### src/rtl/tbw_pkg.sv
package tbw_pkg;
  // index of each independently controlled function
  typedef enum logic [1:0] {
    CH_TMR = 2'd0,
    CH_WDT = 2'd1,
    CH_IRQ = 2'd2
  } ctl_ch_e;

  localparam int unsigned NUM_CH = 3;
endpackage

### src/rtl/tbw_ctrl.sv
module tbw_ctrl
  import tbw_pkg::*;
(
  input  logic              clk,
  input  logic              rst_n,
  input  logic [NUM_CH-1:0] en_stb,
  input  logic [NUM_CH-1:0] dis_stb,
  input  logic              sys_dis_stb,
  input  logic              ext_clk_sel,
  output logic [NUM_CH-1:0] on_q,
  output logic              sys_on_q
);

  // one enable flag per control; disable has priority
  for (genvar g = 0; g < NUM_CH; g++) begin : g_flag
    logic flag_r;
    always_ff @(posedge clk or negedge rst_n) begin
      if (!rst_n)          flag_r <= 1'b0;
      else if (dis_stb[g]) flag_r <= 1'b0;
      else if (en_stb[g])  flag_r <= 1'b1;
    end
    assign on_q[g] = flag_r;

    a_r9_dis_wins: assert property (@(posedge clk) disable iff (!rst_n)
      dis_stb[g] |=> !on_q[g]);
  end

  always_ff @(posedge clk or negedge rst_n) begin
    if (!rst_n)                          sys_on_q <= 1'b1;
    else if (sys_dis_stb && !ext_clk_sel) sys_on_q <= 1'b0;
  end

  a_r11_ext_keeps_on: assert property (@(posedge clk) disable iff (!rst_n)
    (ext_clk_sel && sys_on_q) |=> sys_on_q);

endmodule

### src/rtl/tbw_prescaler.sv
module tbw_prescaler #(
  parameter int unsigned PRE_W = 8
) (
  input  logic clk,
  input  logic rst_n,
  input  logic run,
  input  logic src_tick,
  input  logic clr,
  input  logic tmr_on,
  output logic carry,
  output logic tick_q
);

  localparam logic [PRE_W-1:0] PRE_MAX = {PRE_W{1'b1}};

  logic [PRE_W-1:0] cnt_q;
  logic             adv;

  assign adv   = run && src_tick && !clr;
  assign carry = adv && (cnt_q == PRE_MAX);

  always_ff @(posedge clk or negedge rst_n) begin
    if (!rst_n) begin
      cnt_q  <= '0;
      tick_q <= 1'b0;
    end else if (clr) begin
      cnt_q  <= '0;
      tick_q <= 1'b0;
    end else begin
      if (adv) cnt_q <= cnt_q + 1'b1;
      tick_q <= carry && tmr_on;
    end
  end

  a_r2_wrap: assert property (@(posedge clk) disable iff (!rst_n)
    (run && src_tick && !clr && cnt_q == PRE_MAX) |=> (cnt_q == '0));

  a_r10_hold: assert property (@(posedge clk) disable iff (!rst_n)
    (!run && !clr) |=> $stable(cnt_q));

  a_r4_clear: assert property (@(posedge clk) disable iff (!rst_n)
    clr |=> (cnt_q == '0 && !tick_q));

endmodule

### src/rtl/tbw_watchdog.sv
module tbw_watchdog #(
  parameter int unsigned WD_W = 2
) (
  input  logic clk,
  input  logic rst_n,
  input  logic carry,
  input  logic wdt_on,
  input  logic clr,
  output logic timeout_q
);

  localparam logic [WD_W-1:0] WD_MAX = {WD_W{1'b1}};

  logic [WD_W-1:0] stage_q;
  logic            step;

  assign step = carry && wdt_on;

  always_ff @(posedge clk or negedge rst_n) begin
    if (!rst_n) begin
      stage_q   <= '0;
      timeout_q <= 1'b0;
    end else if (clr) begin
      stage_q   <= '0;
      timeout_q <= 1'b0;
    end else if (step) begin
      stage_q <= stage_q + 1'b1;
      if (stage_q == WD_MAX) timeout_q <= 1'b1;
    end
  end

  a_r6_sticky: assert property (@(posedge clk) disable iff (!rst_n)
    (timeout_q && !clr) |=> timeout_q);

  a_r8_frozen: assert property (@(posedge clk) disable iff (!rst_n)
    (!wdt_on && !clr) |=> ($stable(stage_q) && $stable(timeout_q)));

endmodule

### src/rtl/tick_watchdog_unit.sv
module tick_watchdog_unit
  import tbw_pkg::*;
#(
  parameter int unsigned PRE_W = 8,
  parameter int unsigned WD_W  = 2
) (
  input  logic clk,
  input  logic rst_n,
  input  logic src_tick,
  input  logic ext_clk_sel,
  input  logic cmd_tmr_en,
  input  logic cmd_tmr_dis,
  input  logic cmd_tmr_clr,
  input  logic cmd_wdt_en,
  input  logic cmd_wdt_dis,
  input  logic cmd_wdt_clr,
  input  logic cmd_irq_en,
  input  logic cmd_irq_dis,
  input  logic cmd_sys_dis,
  output logic irq_n,
  output logic tb_tick,
  output logic wdt_timeout,
  output logic sys_on
);

  logic [NUM_CH-1:0] en_stb;
  logic [NUM_CH-1:0] dis_stb;
  logic [NUM_CH-1:0] on_q;
  logic              carry;

  assign en_stb[CH_TMR]  = cmd_tmr_en;
  assign en_stb[CH_WDT]  = cmd_wdt_en;
  assign en_stb[CH_IRQ]  = cmd_irq_en;
  assign dis_stb[CH_TMR] = cmd_tmr_dis;
  assign dis_stb[CH_WDT] = cmd_wdt_dis;
  assign dis_stb[CH_IRQ] = cmd_irq_dis;

  tbw_ctrl u_ctrl (
    .clk         (clk),
    .rst_n       (rst_n),
    .en_stb      (en_stb),
    .dis_stb     (dis_stb),
    .sys_dis_stb (cmd_sys_dis),
    .ext_clk_sel (ext_clk_sel),
    .on_q        (on_q),
    .sys_on_q    (sys_on)
  );

  tbw_prescaler #(.PRE_W(PRE_W)) u_pre (
    .clk      (clk),
    .rst_n    (rst_n),
    .run      (sys_on),
    .src_tick (src_tick),
    .clr      (cmd_tmr_clr),
    .tmr_on   (on_q[CH_TMR]),
    .carry    (carry),
    .tick_q   (tb_tick)
  );

  tbw_watchdog #(.WD_W(WD_W)) u_wdt (
    .clk       (clk),
    .rst_n     (rst_n),
    .carry     (carry),
    .wdt_on    (on_q[CH_WDT]),
    .clr       (cmd_wdt_clr),
    .timeout_q (wdt_timeout)
  );

  // interrupt pin: active low, masked by the interrupt enable
  assign irq_n = !(wdt_timeout && on_q[CH_IRQ]);

  a_r7_low_holds: assert property (@(posedge clk) disable iff (!rst_n)
    (!irq_n && !cmd_wdt_clr && !cmd_irq_dis) |=> !irq_n);

  a_r7_dis_releases: assert property (@(posedge clk) disable iff (!rst_n)
    cmd_irq_dis |=> irq_n);

  a_r3_tick_needs_timer: assert property (@(posedge clk) disable iff (!rst_n)
    tb_tick |-> $past(on_q[CH_TMR]));

endmodule

### config.mk
export PLATFORM = sky130hd
export DESIGN_NAME = tick_watchdog_unit
export DESIGN_NICKNAME = d
export VERILOG_FILES = /design/src/rtl/tbw_pkg.sv /design/src/rtl/tbw_ctrl.sv /design/src/rtl/tbw_prescaler.sv /design/src/rtl/tbw_watchdog.sv /design/src/rtl/tick_watchdog_unit.sv
export SDC_FILE = /design/constraint.sdc
export NUM_CORES = 1
export LEC_CHECK = 0
export ABC_AREA = 1
export BUFFER_PORTS_ARGS = -buffer_cell sky130_fd_sc_hd__buf_2
export CAP_MARGIN = 0
export CORE_UTILIZATION = 38
export CTS_CLUSTER_DIAMETER = 200
export DETAILED_ROUTE_END_ITERATION = 8
export PLACE_DENSITY = 0.62
export SKIP_LAST_GASP = 1
export SLEW_MARGIN = 20
export SYNTH_ARGS = -nofsm -noshare
export SYNTH_HDL_FRONTEND = slang
export SYNTH_SLANG_ARGS = --single-unit
### constraint.sdc
create_clock -name clk -period 1.5 [get_ports clk]
set_input_delay 0.15 -clock clk [delete_from_list [all_inputs] [get_ports clk]]
set_output_delay 0.15 -clock clk [all_outputs]
set_load 0.02 [all_outputs]
Word-level counts from Yosys, hierarchy flattened
Cells that the tools add are included.
{"block": "totals", "mem_bits_ro": 0, "input_bits": 13, "regBits": 16, "ramBits": 0, "memories": 0, "word_cells": 43, "latchBits": 0}
{"block": "classes", "n_lt_le_gt_ge": 0, "n_reduce_logical": 17, "n_eq_ne": 2, "muxes": 14, "n_bitwise": 0, "add_sub_neg": 2, "shifts": 0, "multipliers": 0, "div": 0}
{"cell": "8-bit two-way mux", "count": 2}
{"cell": "2-bit nonzero test", "count": 6}
{"cell": "1-bit two-way mux", "count": 10}
{"cell": "8-bit by 1-bit adder with 8-bit output, second input constant", "count": 1}
{"cell": "8-bit == test, second input constant", "count": 1}
{"cell": "1-bit logical AND", "count": 7}
{"cell": "2-bit two-way mux", "count": 2}
{"cell": "1-bit zero test", "count": 3}
{"cell": "2-bit by 1-bit adder with 2-bit output, second input constant", "count": 1}
{"cell": "2-bit == test, second input constant", "count": 1}
{"cell": "2-bit AND reduction", "count": 1}

Logic depth before layout (Yosys ltp)
Gate-level depths: netlist of the first run.
{"block": "logic_depth", "depth_word": 6, "ltp_mapped": 7, "depth_no_buf": 7}

Hierarchy
From an unflattened synthesis of the first run, not the netlist that was laid out.
{"block": "unflattened", "cells_unflattened": 91, "hier_area_um2": 788.3}
{"module": "tbw_prescaler", "cells_per_inst": 57, "n_inst": 1, "area_per_inst_um2": 475.5, "seq_area_each_um2": 225.2}
{"module": "tbw_ctrl", "cells_per_inst": 16, "n_inst": 1, "area_per_inst_um2": 162.7, "seq_area_each_um2": 101.3}
{"module": "tbw_watchdog", "cells_per_inst": 17, "n_inst": 1, "area_per_inst_um2": 146.4, "seq_area_each_um2": 75.1}
{"module": "tick_watchdog_unit", "cells_per_inst": 1, "n_inst": 1, "area_per_inst_um2": 3.8, "seq_area_each_um2": 0.0}

Worst setup path after synthesis of the first run
OpenSTA, ideal clock, no wires.
{"block": "synth_path", "path_type": "register to register", "startpoint": "register u_ctrl.sys_on_q", "endpoint": "register u_wdt.stage_q[0]", "synth_period_minus_slack_ns": 1.192, "path_stages_with_launch": 7, "arrival_time_ns": 1.127, "slack_ns": 0.308, "required_time_ns": 1.435, "cell_sequence": "dfstp_2 -> nand2_2 -> nor2_2 -> nand3_2 -> nor2_2 -> nand3_1 -> nand2_1"}
{"block": "synth_via", "elab_chain_cells": 5}
{"item": "start, declared", "line": "tbw_ctrl.sv:11", "text": "output logic sys_on_q"}
{"item": "start signal, assigned", "line": "tbw_ctrl.sv:29", "text": "if (!rst_n) sys_on_q <= 1'b1;"}
{"item": "start signal, assigned", "line": "tbw_ctrl.sv:30", "text": "else if (sys_dis_stb && !ext_clk_sel) sys_on_q <= 1'b0;"}
{"item": "1-bit logical AND (2 in a row)", "line": "tbw_prescaler.sv:19", "text": "assign adv = run && src_tick && !clr;"}
{"item": "1-bit logical AND", "line": "tbw_prescaler.sv:20", "text": "assign carry = adv && (cnt_q == PRE_MAX);"}
{"item": "1-bit logical AND", "line": "tbw_watchdog.sv:17", "text": "assign step = carry && wdt_on;"}
{"item": "2-bit nonzero test (no source line)"}
{"item": "end signal, assigned", "line": "tbw_watchdog.sv:27", "text": "stage_q <= stage_q + 1'b1;"}
{"item": "end, declared", "line": "tbw_watchdog.sv:14", "text": "logic [WD_W-1:0] stage_q;"}
Every way passes these cells.
A chain may end at the register's enable or synchronous reset.

Worst setup path after layout of the first run
{"block": "layout_path", "startpoint": "register u_ctrl.sys_on_q", "endpoint": "register u_wdt.stage_q[1]"}
Same word-level chain as after synthesis.

==> impl_results.md, run 1 <==
* Initial detailed-routing violation count at 6
* CTS resizes at 0
* Status: finished, final reports clean
* Clock skew at 0.006175 ns
* Final nets at about 130
* Synthesized area per cell at approximately 8.4 um^2
* Met1 Usage GRT at 21.53%
* Critical path class: flip-flop to flip-flop
* Top FF cell, synth: dfrtp_1
* Post-synth top area share at 48.23%
* Worst vdd ir at 0.0004949 V
* Crit Path Max Fanout at 7
* WL/cell at roughly 10 um
* Final WL at 1439 um
* Leakage at about 0.00047 uW
* Final setup fails at 0
* IO Pins at 17
* Critical path arrival at 1.49 ns
* Worst-margin pin slew at 0.3625 ns
* Sequential area share after synthesis at about half
* Chip width at 47.26 um
* Slack of the critical path at 0.2441 ns
* Post CTS Setup Buffer Count at 0
* Syn_nets at 108
* First-pass GRT wire length at 2394 um
* Synth area leader: dfrtp_1
* Final Slew Violations at 0
* M2 GR Usage at about a quarter
* Synth Register Bits at 16
* Setup total negative slack at 0 ns
* WP data required at 1.74 ns
* M3 GR Usage at about 2.3%
* F_max at 796.2 MHz
* Final number of hold-violating endpoints at 0
* Number of fill cells at 206
* Worst Setup Start Kind: flip-flop
* Vias in the first global route at about 590
* Tmin final at 1.256 ns
* Starting Density at 40.08%
* Hold-fix buffers at CTS at 4
* Cells after Synth at 93
* Share of cells above drive strength 1 at 25.64%
* FP Rows at 16
* Final Util at 49.36%
* Vias per cell at 4.556
* Post-synth EDFFs at 0
* Slew margin rel. at 75.83%
* Synthesized area at 778.2 um^2
* Max H-tree Level at 1
* Total CTS buffers at 3
* Gr busiest metal: met2
* Critical Path Sink Type: flip-flop
* CTS tree: yes
* First-pass DRT Iterations at 4
* GP Congestion at about 0.85
* Vias at 656
* DP HPWL at 1102 um
* GRT Total Usage at between 10% and 20%
* Area Overhead vs Synth at 23.15%
* Crit share post-route at 83.73%
* Top-count cell post-synth: nand2_1
* Ranking of synthesized cells by area: dfrtp_1 48%, nand2_1 8.2%, nand3_1 7.7%
* CTS sink count at 16
* Asr flop ratio synth at 100.0%
* Hold Crit Class: input pin to flip-flop
* Commonest cells in the netlist: 17 x nand2_1, 15 x dfrtp_1, 13 x inv_1, 13 x nor2_1, 12 x nand3_1
* Maximum root-to-sink buffer count at 2
* Clk root buf: clkbuf_4
* GRT overflow at 0
* PortBufs at 16
* Max-Cap Viols at 0
* # diodes at 0
* DRC errors left at 0
* RSZ-0062 raised after global routing: false
* Worst-Skew Late Latency at 0.29 ns
* Die height at around 47 um
* Largest net degree at the start of global routing at 17
* Total core area at 1942 um^2
* Remaining antenna violation count after routing at 0
* Pre-CTS WS at 0.2482 ns
* Synth unique cells at 19
* PD cells at 758.4 nW/um^2
* Yosys warns at 0
* Initial antenna violation count at 0
* Die ar. at 2233 um^2
* Reg clk slew, reported paths at about 0.09 ns
[layer usage]
layer,share of wire (%),vias to the layer above
met5,0,-
met4,1.9,0
met3,2.0,4
met2,50,10
met1,46,300
li1,-,342
[report_power, final]
part	switching, uW	leakage [uW]	internal (uW)
registers	3.99	0.000216	437
logic	25.1	0.000238	22.4
clock network	135	0.0000150	103
total	165	0.000469	562
[cell families after synthesis]
kind of cell,after synthesis,synth area share (%)
buffers and inverters,14,6.752
AO/OA/AOI/OAI,9,6.592
adder cells (fa/ha/maj),2,3.215
flip-flops,16,51.61
AND/OR/NAND/NOR,52,31.83
[cells in the final DEF (no fill, tap or decap)]
master and count:
a211oi_1 1, a21boi_0 1, a21oi_1 3, a31oi_1 1, buf_2 16, clkbuf_1 1
clkbuf_4 3, dfrtp_1 15, dfstp_2 1, dlygate4sd3_1 4, ha_1 2, inv_1 13
inv_2 1, nand2_1 17, nand2_2 1, nand3_1 12, nand3_2 2, nand4_1 1
nor2_1 13, nor2_2 5, nor2_4 1, o21ai_0 2, o21ai_1 1
[critical path: stages (launching register included)]
cell and delay (ns):
dfstp_2 0.60, nand2_2 0.11, nor2_2 0.13, nand3_2 0.10
nor2_2 0.12, nand3_1 0.08, nand2_1 0.06
[path summary, 6_finish.rpt]
path	slack, ns	start	to	cells after the start
min reg2reg	0.51	u_ctrl.g_flag[2].flag_r$_DFFE_PN0P_	u_ctrl.g_flag[2].flag_r$_DFFE_PN0P_	2
min	0.004	cmd_sys_dis	u_ctrl.sys_on_q$_DFFE_PN1P_	2
min in group asynchronous	0.30	rst_n	u_pre.cnt_q[7]$_DFFE_PN0P_	2
max reg2reg	0.24	u_ctrl.sys_on_q$_DFFE_PN1P_	u_wdt.stage_q[1]$_DFFE_PN0P_	6
max	0.24	u_ctrl.sys_on_q$_DFFE_PN1P_	u_wdt.stage_q[1]$_DFFE_PN0P_	6
max in group asynchronous	0.89	rst_n	u_ctrl.sys_on_q$_DFFE_PN1P_	2
[cell type report]
type / instances / area [um^2] / area share (%)
clock buffer: 4 / 26.28 / 2.742
inverter: 14 / 52.55 / 5.483
multi-input combinational: 63 / 324.1 / 33.81
sequential: 16 / 401.6 / 41.91
timing repair buffer: 20 / 120.1 / 12.53
tap: 27 / 33.78 / 3.525
[state kept, by name, indices dropped and copies added, names as in the netlist]
register / count
u_ctrl.sys_on_q: 1
u_wdt.timeout_q: 1
u_wdt.stage_q: 2
u_pre.cnt_q: 8
u_pre.tick_q: 1
u_ctrl.g_flag.flag_r: 3
[through the flow]
| step | hold slack [ns] | cells | power, uW | instance area, um^2 |
|---|---|---|---|---|
| CTS | 0.001502 | 144 | 736.9 | 958.4 |
| detailed placement | 0.08405 | 136 | 489.2 | 892.1 |
| global route | 0.008977 | 144 | 751.0 | 958.4 |
| global placement | 0.08440 | 136 | 488.2 | 892.1 |
| floorplan | -0.1456 | 93 | 459.6 | 778.2 |
| finish | 0.003849 | 144 | 726.9 | 958.4 |
Power figures use the tool's default switching activity.
==> inputs of run 2 (changes only) <==
--- a/config.mk
+++ b/config.mk
@@ -11,7 +11,7 @@
 export CORE_UTILIZATION = 38
 export CTS_CLUSTER_DIAMETER = 200
 export DETAILED_ROUTE_END_ITERATION = 8
-export PLACE_DENSITY = 0.62
+export PLACE_DENSITY = 0.64
 export SKIP_LAST_GASP = 1
 export SLEW_MARGIN = 20
 export SYNTH_ARGS = -nofsm -noshare
==> constraint.sdc (replaced) <==
create_clock -name clk -period 1.15 [get_ports clk]
set_input_delay 0.115 -clock clk [delete_from_list [all_inputs] [get_ports clk]]
set_output_delay 0.115 -clock clk [all_outputs]
set_load 0.02 [all_outputs]
==> run 2 against run 1 <==
  * The run now ends with setup timing left
  * Register-to-register slack lost 0.34 ns
  * First-iteration DRC count grew to 3.5 times the previous value
  * Sequential power grew 30%
  * Sequential cell count is the same
  * Design area grew 15%
  * Wire length grew 14%
  * Sequential share of layout area shrank 5.6 points
  * Largest power group unchanged
  * Die area is the same
  * Largest cell class unchanged
  * Global-route usage grew 0.75 points
  * Clock power grew 29%
==> impl_results.md, run 2 (synthesized netlist as in run 1, its figures left out) <==
* Total CTS buffers at 3 (unchanged)
* Initial detailed-routing violation count at 21 (was 6)
* Vias in the first global route at 595 (was 586)
* Slack of the critical path at -0.1107 ns (was 0.2441 ns)
* DRC errors left at 0 (unchanged)
* Final setup fails at 8 (was 0)
* DP HPWL at 1211 um (was 1102 um)
* Final number of hold-violating endpoints at 0 (unchanged)
* FP Rows at 16 (unchanged)
* # diodes at 0 (unchanged)
* GRT Total Usage at 16.41% (was 15.66%)
* Worst-Skew Late Latency at 0.29 ns (about the same)
* IO Pins at 17 (unchanged)
* Hold path start: cmd_tmr_clr (was cmd_sys_dis)
* Chip width at 47.26 um (unchanged)
* GP Congestion at 0.9213 (was 0.8490)
* Failing checks: setup timing
* Clk root buf: clkbuf_4 (unchanged)
* Worst R2R Setup Slack at -0.10 ns (was 0.24 ns)
* Pre-CTS WS at -0.07135 ns (was 0.2482 ns)
* Worst Setup Start Kind: flip-flop (unchanged)
* WP data required at 1.03 ns (was 1.74 ns)
* Crit path launch: u_ctrl.sys_on_q$_DFFE_PN1P_ (unchanged)
* Max-Cap Viols at 0 (unchanged)
* Final WL at 1643 um (was 1439 um)
* Leakage at 0.0005328 uW (was 0.0004689 uW)
* Final Slew Violations at 0 (unchanged)
* First-pass GRT wire length at 2394 um (unchanged)
* Clock skew at 0.006000 ns (was 0.006175 ns)
* Largest regs: u_pre.cnt_q x8, u_ctrl.g_flag.flag_r x3, u_wdt.stage_q x2 (unchanged)
* Die ar. at 2233 um^2 (unchanged)
* Initial antenna violation count at 0 (unchanged)
* Dpl cells at 143 (was 136)
* PortBufs at 16 (unchanged)
* Tmin final at approximately 1.3 ns
* Critical path class: flip-flop to output port (was flip-flop to flip-flop)
* Non-Filler Instances at 155 (was 144)
* Max H-tree Level at 1 (unchanged)
* Maximum root-to-sink buffer count at 2 (unchanged)
* Worst vdd ir at 0.0006814 V (was 0.0004949 V)
* Vias per cell at 4.419 (was 4.556)
* First-pass DRT Iterations at 4 (unchanged)
* Max reg flops at 8 (unchanged)
* PD cells at 865.1 nW/um^2 (was 758.4 nW/um^2)
* Remaining antenna violation count after routing at 0 (unchanged)
* Critical Path Sink Type: output port (was flip-flop)
* Largest net degree at the start of global routing at 17 (unchanged)
* Reg-to-reg startpoint: u_ctrl.sys_on_q$_DFFE_PN1P_ (unchanged)
* Final nets at 144 (was 133)
* Most frequent cells in the layout: 15 x nand2_1, 15 x buf_2, 15 x dfrtp_1, 13 x inv_1, 12 x nor2_1 (was 17 x nand2_1, 16 x buf_2, 15 x dfrtp_1, 13 x inv_1, 13 x nor2_1)
* CTS tree: yes (unchanged)
* Reg with most FFs: u_pre.cnt_q (unchanged)
* CTS sink count at 16 (unchanged)
* F_max at between 700 and 800 MHz
* Crit share post-route at 109.6%
* Die height at 47.26 um (unchanged)
* Area Overhead vs Synth at 42.12% (was 23.15%)
* Worst-margin pin slew at 0.3524 ns (was 0.3625 ns)
* Starting Density at 40.08% (unchanged)
* Crit Path Max Fanout at 6 (was 7)
* Reg clk slew, reported paths at 0.09 ns (about the same)
* Total core area at 1942 um^2 (unchanged)
* Status: finished with violations (was finished, final reports clean)
* WL/cell at 10.60 um (was 9.993 um)
* RSZ-0062 raised after global routing: true (was false)
* Critical path arrival at 1.15 ns (was 1.49 ns)
* Vias at 685 (was 656)
* Hold Crit Class: input pin to flip-flop (unchanged)
* Share of cells above drive strength 1 at 35.94% (was 25.64%)
* Slew margin rel. at 76.50% (was 75.83%)
* GRT overflow at 0 (unchanged)
run 2: cell types whose count changed in the layout (fill, tap and decap cells not counted), moves of 2 or more:
cell           before  now
o21ai_1             1    3
nand2_1            17   15
buf_4               0    8
nor2_4              1    5
buf_6               0    2
o21ai_0             2    0
dlygate4sd3_1       4    6
nand3_1            12   10
nand3_2             2    4
nor2_2              5    2
run 2: layout make-up:
| type | count | area [um^2] |
|---|---|---|
| tap | 27 | 33.78 |
| multi-input combinational | 63 | 374.1 |
| sequential | 16 | 401.6 |
| timing repair buffer | 31 | 217.7 |
| fill | 181 | 835.8 |
| inverter | 14 | 52.55 |
| clock buffer | 4 | 26.28 |
run 2: path summary, 6_finish.rpt:
path | cells past startpoint | endpoint
max | 2 | sys_on
min | 2 | u_pre.cnt_q[2]$_DFFE_PN0P_
max reg2reg | 6 | u_pre.cnt_q[7]$_DFFE_PN0P_
min reg2reg | 2 | u_pre.tick_q$_DFF_PN0_
max in group asynchronous | 2 | u_ctrl.sys_on_q$_DFFE_PN1P_
min in group asynchronous | 2 | u_pre.cnt_q[6]$_DFFE_PN0P_
run 2: worst max-delay path, stage by stage (launching register included):
cell and delay (ns):
dfstp_2 0.63, buf_6 0.13, buf_6 0.10
run 2: repair_timing:
action,in CTS,in global routing
endpoints found under the setup margin,8,11
pin swaps,1,1
hold buffers,6,0
buffers inserted,0,2
endpoints found under the hold margin,20,0
resized for setup,7,10
run 2: metrics by stage:
| stage | total power (uW) | area (um^2) | setup TNS, ns | hold slack (ns) | util [%] |
|---|---|---|---|---|---|
| final | 956.8 | 1106 | -0.5067 | 0.03910 | 56.96 |
| after CTS | 965.9 | 1054 | -0.3918 | 0.03865 | 54.25 |
| after floorplan | 599.5 | 778.2 | -0.1820 | -0.1806 | - |
| after detailed placement | 641.8 | 944.7 | -0.2888 | 0.04615 | 48.65 |
| after global routing | 1001 | 1106 | -1.191 | 0.03138 | 56.96 |
| after global placement | 639.3 | 944.7 | -0.1393 | 0.05358 | 48.65 |
run 2: power by group:
group | total, uW | switching (uW) | internal, uW | leakage [uW]
registers | 575 | 5.19 | 569 | 0.000216
clock network | 309 | 174 | 135 | 0.0000150
logic | 73.1 | 37.0 | 36.1 | 0.000302
run 2: routing by layer:
| layer | global-route usage (%) | routed length [um] | vias up |
|---|---|---|---|
| li1 | - | - | 366 |
| met1 | 17.83 | 712 | 301 |
| met2 | 27.95 | 823 | 14 |
| met3 | 6.923 | 74 | 4 |
| met4 | 6.857 | 33 | 0 |
| met5 | 0 | 0 | - |
==> inputs of run 3 (changes only) <==
--- a/config.mk
+++ b/config.mk
@@ -8,10 +8,12 @@
 export ABC_AREA = 1
 export BUFFER_PORTS_ARGS = -buffer_cell sky130_fd_sc_hd__buf_2
 export CAP_MARGIN = 0
+export CORE_ASPECT_RATIO = 0.9
 export CORE_UTILIZATION = 38
 export CTS_CLUSTER_DIAMETER = 200
 export DETAILED_ROUTE_END_ITERATION = 8
-export PLACE_DENSITY = 0.64
+export MAX_ROUTING_LAYER = met4
+export PLACE_DENSITY = 0.62
 export SKIP_LAST_GASP = 1
 export SLEW_MARGIN = 20
 export SYNTH_ARGS = -nofsm -noshare
==> constraint.sdc (replaced) <==
create_clock -name clk -period 1.2 [get_ports clk]
set_input_delay 0.12 -clock clk [delete_from_list [all_inputs] [get_ports clk]]
set_output_delay 0.12 -clock clk [all_outputs]
set_load 0.02 [all_outputs]
==> run 3 against run 2 <==
  * The run still ends with setup timing left
  * Design area shrank 4.1%
  * Die area about the same
  * First-iteration DRC count down 57%
  * Clock-buffer cell count unchanged
  * Wire length fell by 5.8%
  * Combinational power down 5.3%
  * Sequential share of layout area rose by 1.5 points
==> impl_results.md, run 3 (synthesized netlist as in run 1, its figures left out) <==
* PortBufs at 16 (unchanged)
* Failing checks: setup timing (unchanged)
* Most frequent cells in the layout: 16 x nand2_1, 16 x buf_2, 15 x dfrtp_1, 13 x inv_1, 12 x nor2_1 (was 15 x nand2_1, 15 x buf_2, 15 x dfrtp_1, 13 x inv_1, 12 x nor2_1)
* Total core area at 1914 um^2 (was 1942 um^2)
* Maximum root-to-sink buffer count at 2 (unchanged)
* Vias per cell at 4.611 (was 4.419)
* Final Slew Violations at 0 (unchanged)
* Vias in the first global route at 583 (was 595)
* Final setup fails at 4 (was 8)
* Critical path arrival at 1.10 ns (was 1.15 ns)
* Critical Path Max Stage Delay at 0.62 ns (was 0.63 ns)
* Max reg flops at 8 (unchanged)
* IO Pins at 17 (unchanged)
* Number of fill cells at 190 (was 181)
* Vias at 687 (was 685)
* WL/cell at 10.39 um (was 10.60 um)
* Worst Setup Start Kind: flip-flop (unchanged)
* Area Overhead vs Synth at 36.33% (was 42.12%)
* Total power at 912.4 uW (was 956.8 uW)
* Final nets at 140 (was 144)
* Status: finished with violations (unchanged)
* DRC errors left at 0 (unchanged)
* Total CTS buffers at 3 (unchanged)
* Worst-Skew Late Latency at 0.29 ns (about the same)
* Crit Path Max Fanout at 7 (was 6)
* Initial detailed-routing violation count at 9 (was 21)
* F_max at 822.9 MHz
* Clk root buf: clkbuf_4 (unchanged)
* Max-Cap Viols at 0 (unchanged)
* Critical path, cell by cell: buf_2 (was buf_6 -> buf_6)
* Largest net degree at the start of global routing at 17 (unchanged)
* WP data required at 1.08 ns (was 1.03 ns)
* Slowest cell on crit path: dfstp_2 (unchanged)
* Max H-tree Level at 1 (unchanged)
* Worst vdd ir at 0.0006010 V (was 0.0006814 V)
* Crit share post-route at 101.3%
* First-pass DRT Iterations at 3 (was 4)
* Slack of the critical path at -0.01520 ns (was -0.1107 ns)
* Initial antenna violation count at 0 (unchanged)
* FP Rows at 15 (was 16)
* Clock skew at 0.006950 ns (was 0.006000 ns)
* Worst-margin pin slew at 0.3606 ns (was 0.3524 ns)
* Die height at 44.93 um (was 47.26 um)
* Final WL at 1548 um (was 1643 um)
* Critical path's top delay family: flip-flops (unchanged)
* Critical path class: flip-flop to output port (unchanged)
* GRT Total Usage at 14.87% (was 16.41%)
* PD cells at 859.9 nW/um^2 (was 865.1 nW/um^2)
* Share of cells above drive strength 1 at 32.26% (was 35.94%)
* Leakage at 0.0005088 uW (was 0.0005328 uW)
* Final number of hold-violating endpoints at 0 (unchanged)
* First-pass GRT wire length at 2366 um (was 2394 um)
* CTS tree: yes (unchanged)
* Tmin final at 1.215 ns
* CP bufs+invs at 1 (was 2)
* Starting Density at 40.65% (was 40.08%)
* RSZ-0062 raised after global routing: true (unchanged)
* Critical Path Sink Type: output port (unchanged)
* Slew margin rel. at 75.96% (was 76.50%)
* GP Congestion at 0.8862 (was 0.9213)
* Pre-CTS WS at -0.008421 ns (was -0.07135 ns)
* Remaining antenna violation count after routing at 0 (unchanged)
* Hold Crit Class: input pin to flip-flop (unchanged)
* Reg with most FFs: u_pre.cnt_q (unchanged)
* CTS sink count at 16 (unchanged)
* Largest regs: u_pre.cnt_q x8, u_ctrl.g_flag.flag_r x3, u_wdt.stage_q x2 (unchanged)
* # diodes at 0 (unchanged)
* Chip width at 49.70 um (was 47.26 um)
* Reg clk slew, reported paths at 0.09 ns (about the same)
* GRT overflow at 0 (unchanged)
* DP HPWL at 1113 um (was 1211 um)
* Die ar. at 2233 um^2 (about the same)
## run 3: worst paths after layout
path                       slack (ns)  cells after the start                                start                                   to
max in group asynchronous        0.62                      2                                rst_n          u_ctrl.sys_on_q$_DFFE_PN1P_
max reg2reg                     -0.01                      6          u_ctrl.sys_on_q$_DFFE_PN1P_           u_pre.cnt_q[5]$_DFFE_PN0P_
min                              0.05                      3                           cmd_irq_en  u_ctrl.g_flag[2].flag_r$_DFFE_PN0P_
min in group asynchronous        0.26                      2                                rst_n           u_pre.cnt_q[5]$_DFFE_PN0P_
min reg2reg                      0.49                      2  u_ctrl.g_flag[0].flag_r$_DFFE_PN0P_               u_pre.tick_q$_DFF_PN0_
max                             -0.02                      1          u_ctrl.sys_on_q$_DFFE_PN1P_                               sys_on
## run 3: area by class of cell
type	instances	area (um^2)	share of cell area, %
clock buffers	4	26.28	2.476
inverters	14	52.55	4.953
well taps	25	31.28	2.948
flip-flops and latches	16	401.6	37.85
repair buffers	27	177.7	16.75
multi-input cells	63	371.6	35.02
## run 3: what timing repair did
item | 4_1_cts | 5_1_grt
pin swaps | 0 | 5
buffers inserted | 0 | 2
gates resized for setup | 2 | 9
hold buffers | 6 | 0
hold endpoints to repair | 20 | 0
setup endpoints to repair | 4 | 9
## run 3: worst register-to-register path, cell delays in order (launching register included)
cell,delay [ns]
dfstp_2,0.62
nand3_2,0.11
nor2_4,0.15
nand2_1,0.08
nand2_1,0.07
nand2_1,0.04
nor2_1,0.08
## run 3: stage by stage
stage	util, %	TNS, ns	std cells	hold WS [ns]	cell area (um^2)
6_report	55.42	-0.03049	149	0.05160	1061
5_1_grt	55.42	-0.5024	149	0.04451	1061
4_1_cts	52.55	-0.04348	147	0.04517	1006
3_5_place_dp	47.65	-0.01267	137	0.05890	912.1
3_3_place_gp	47.65	0	137	0.05495	912.1
2_1_floorplan	-	0	93	-0.1756	778.2
## run 3: report_power, final
| group | leakage (uW) | switching (uW) | internal, uW |
|---|---|---|---|
| sequential | 0.000216 | 4.64 | 546 |
| combinational | 0.000278 | 34.9 | 34.3 |
| clock | 0.0000150 | 164 | 129 |
## run 3: per-layer routing
layer  up-vias  routed length, um  GRT usage, %
met3         2                 62         5.051
li1        362                  -             -
met4         0                 14         5.143
met1       312                750         17.91
met2        11                720         23.51
met5         -                  0             -
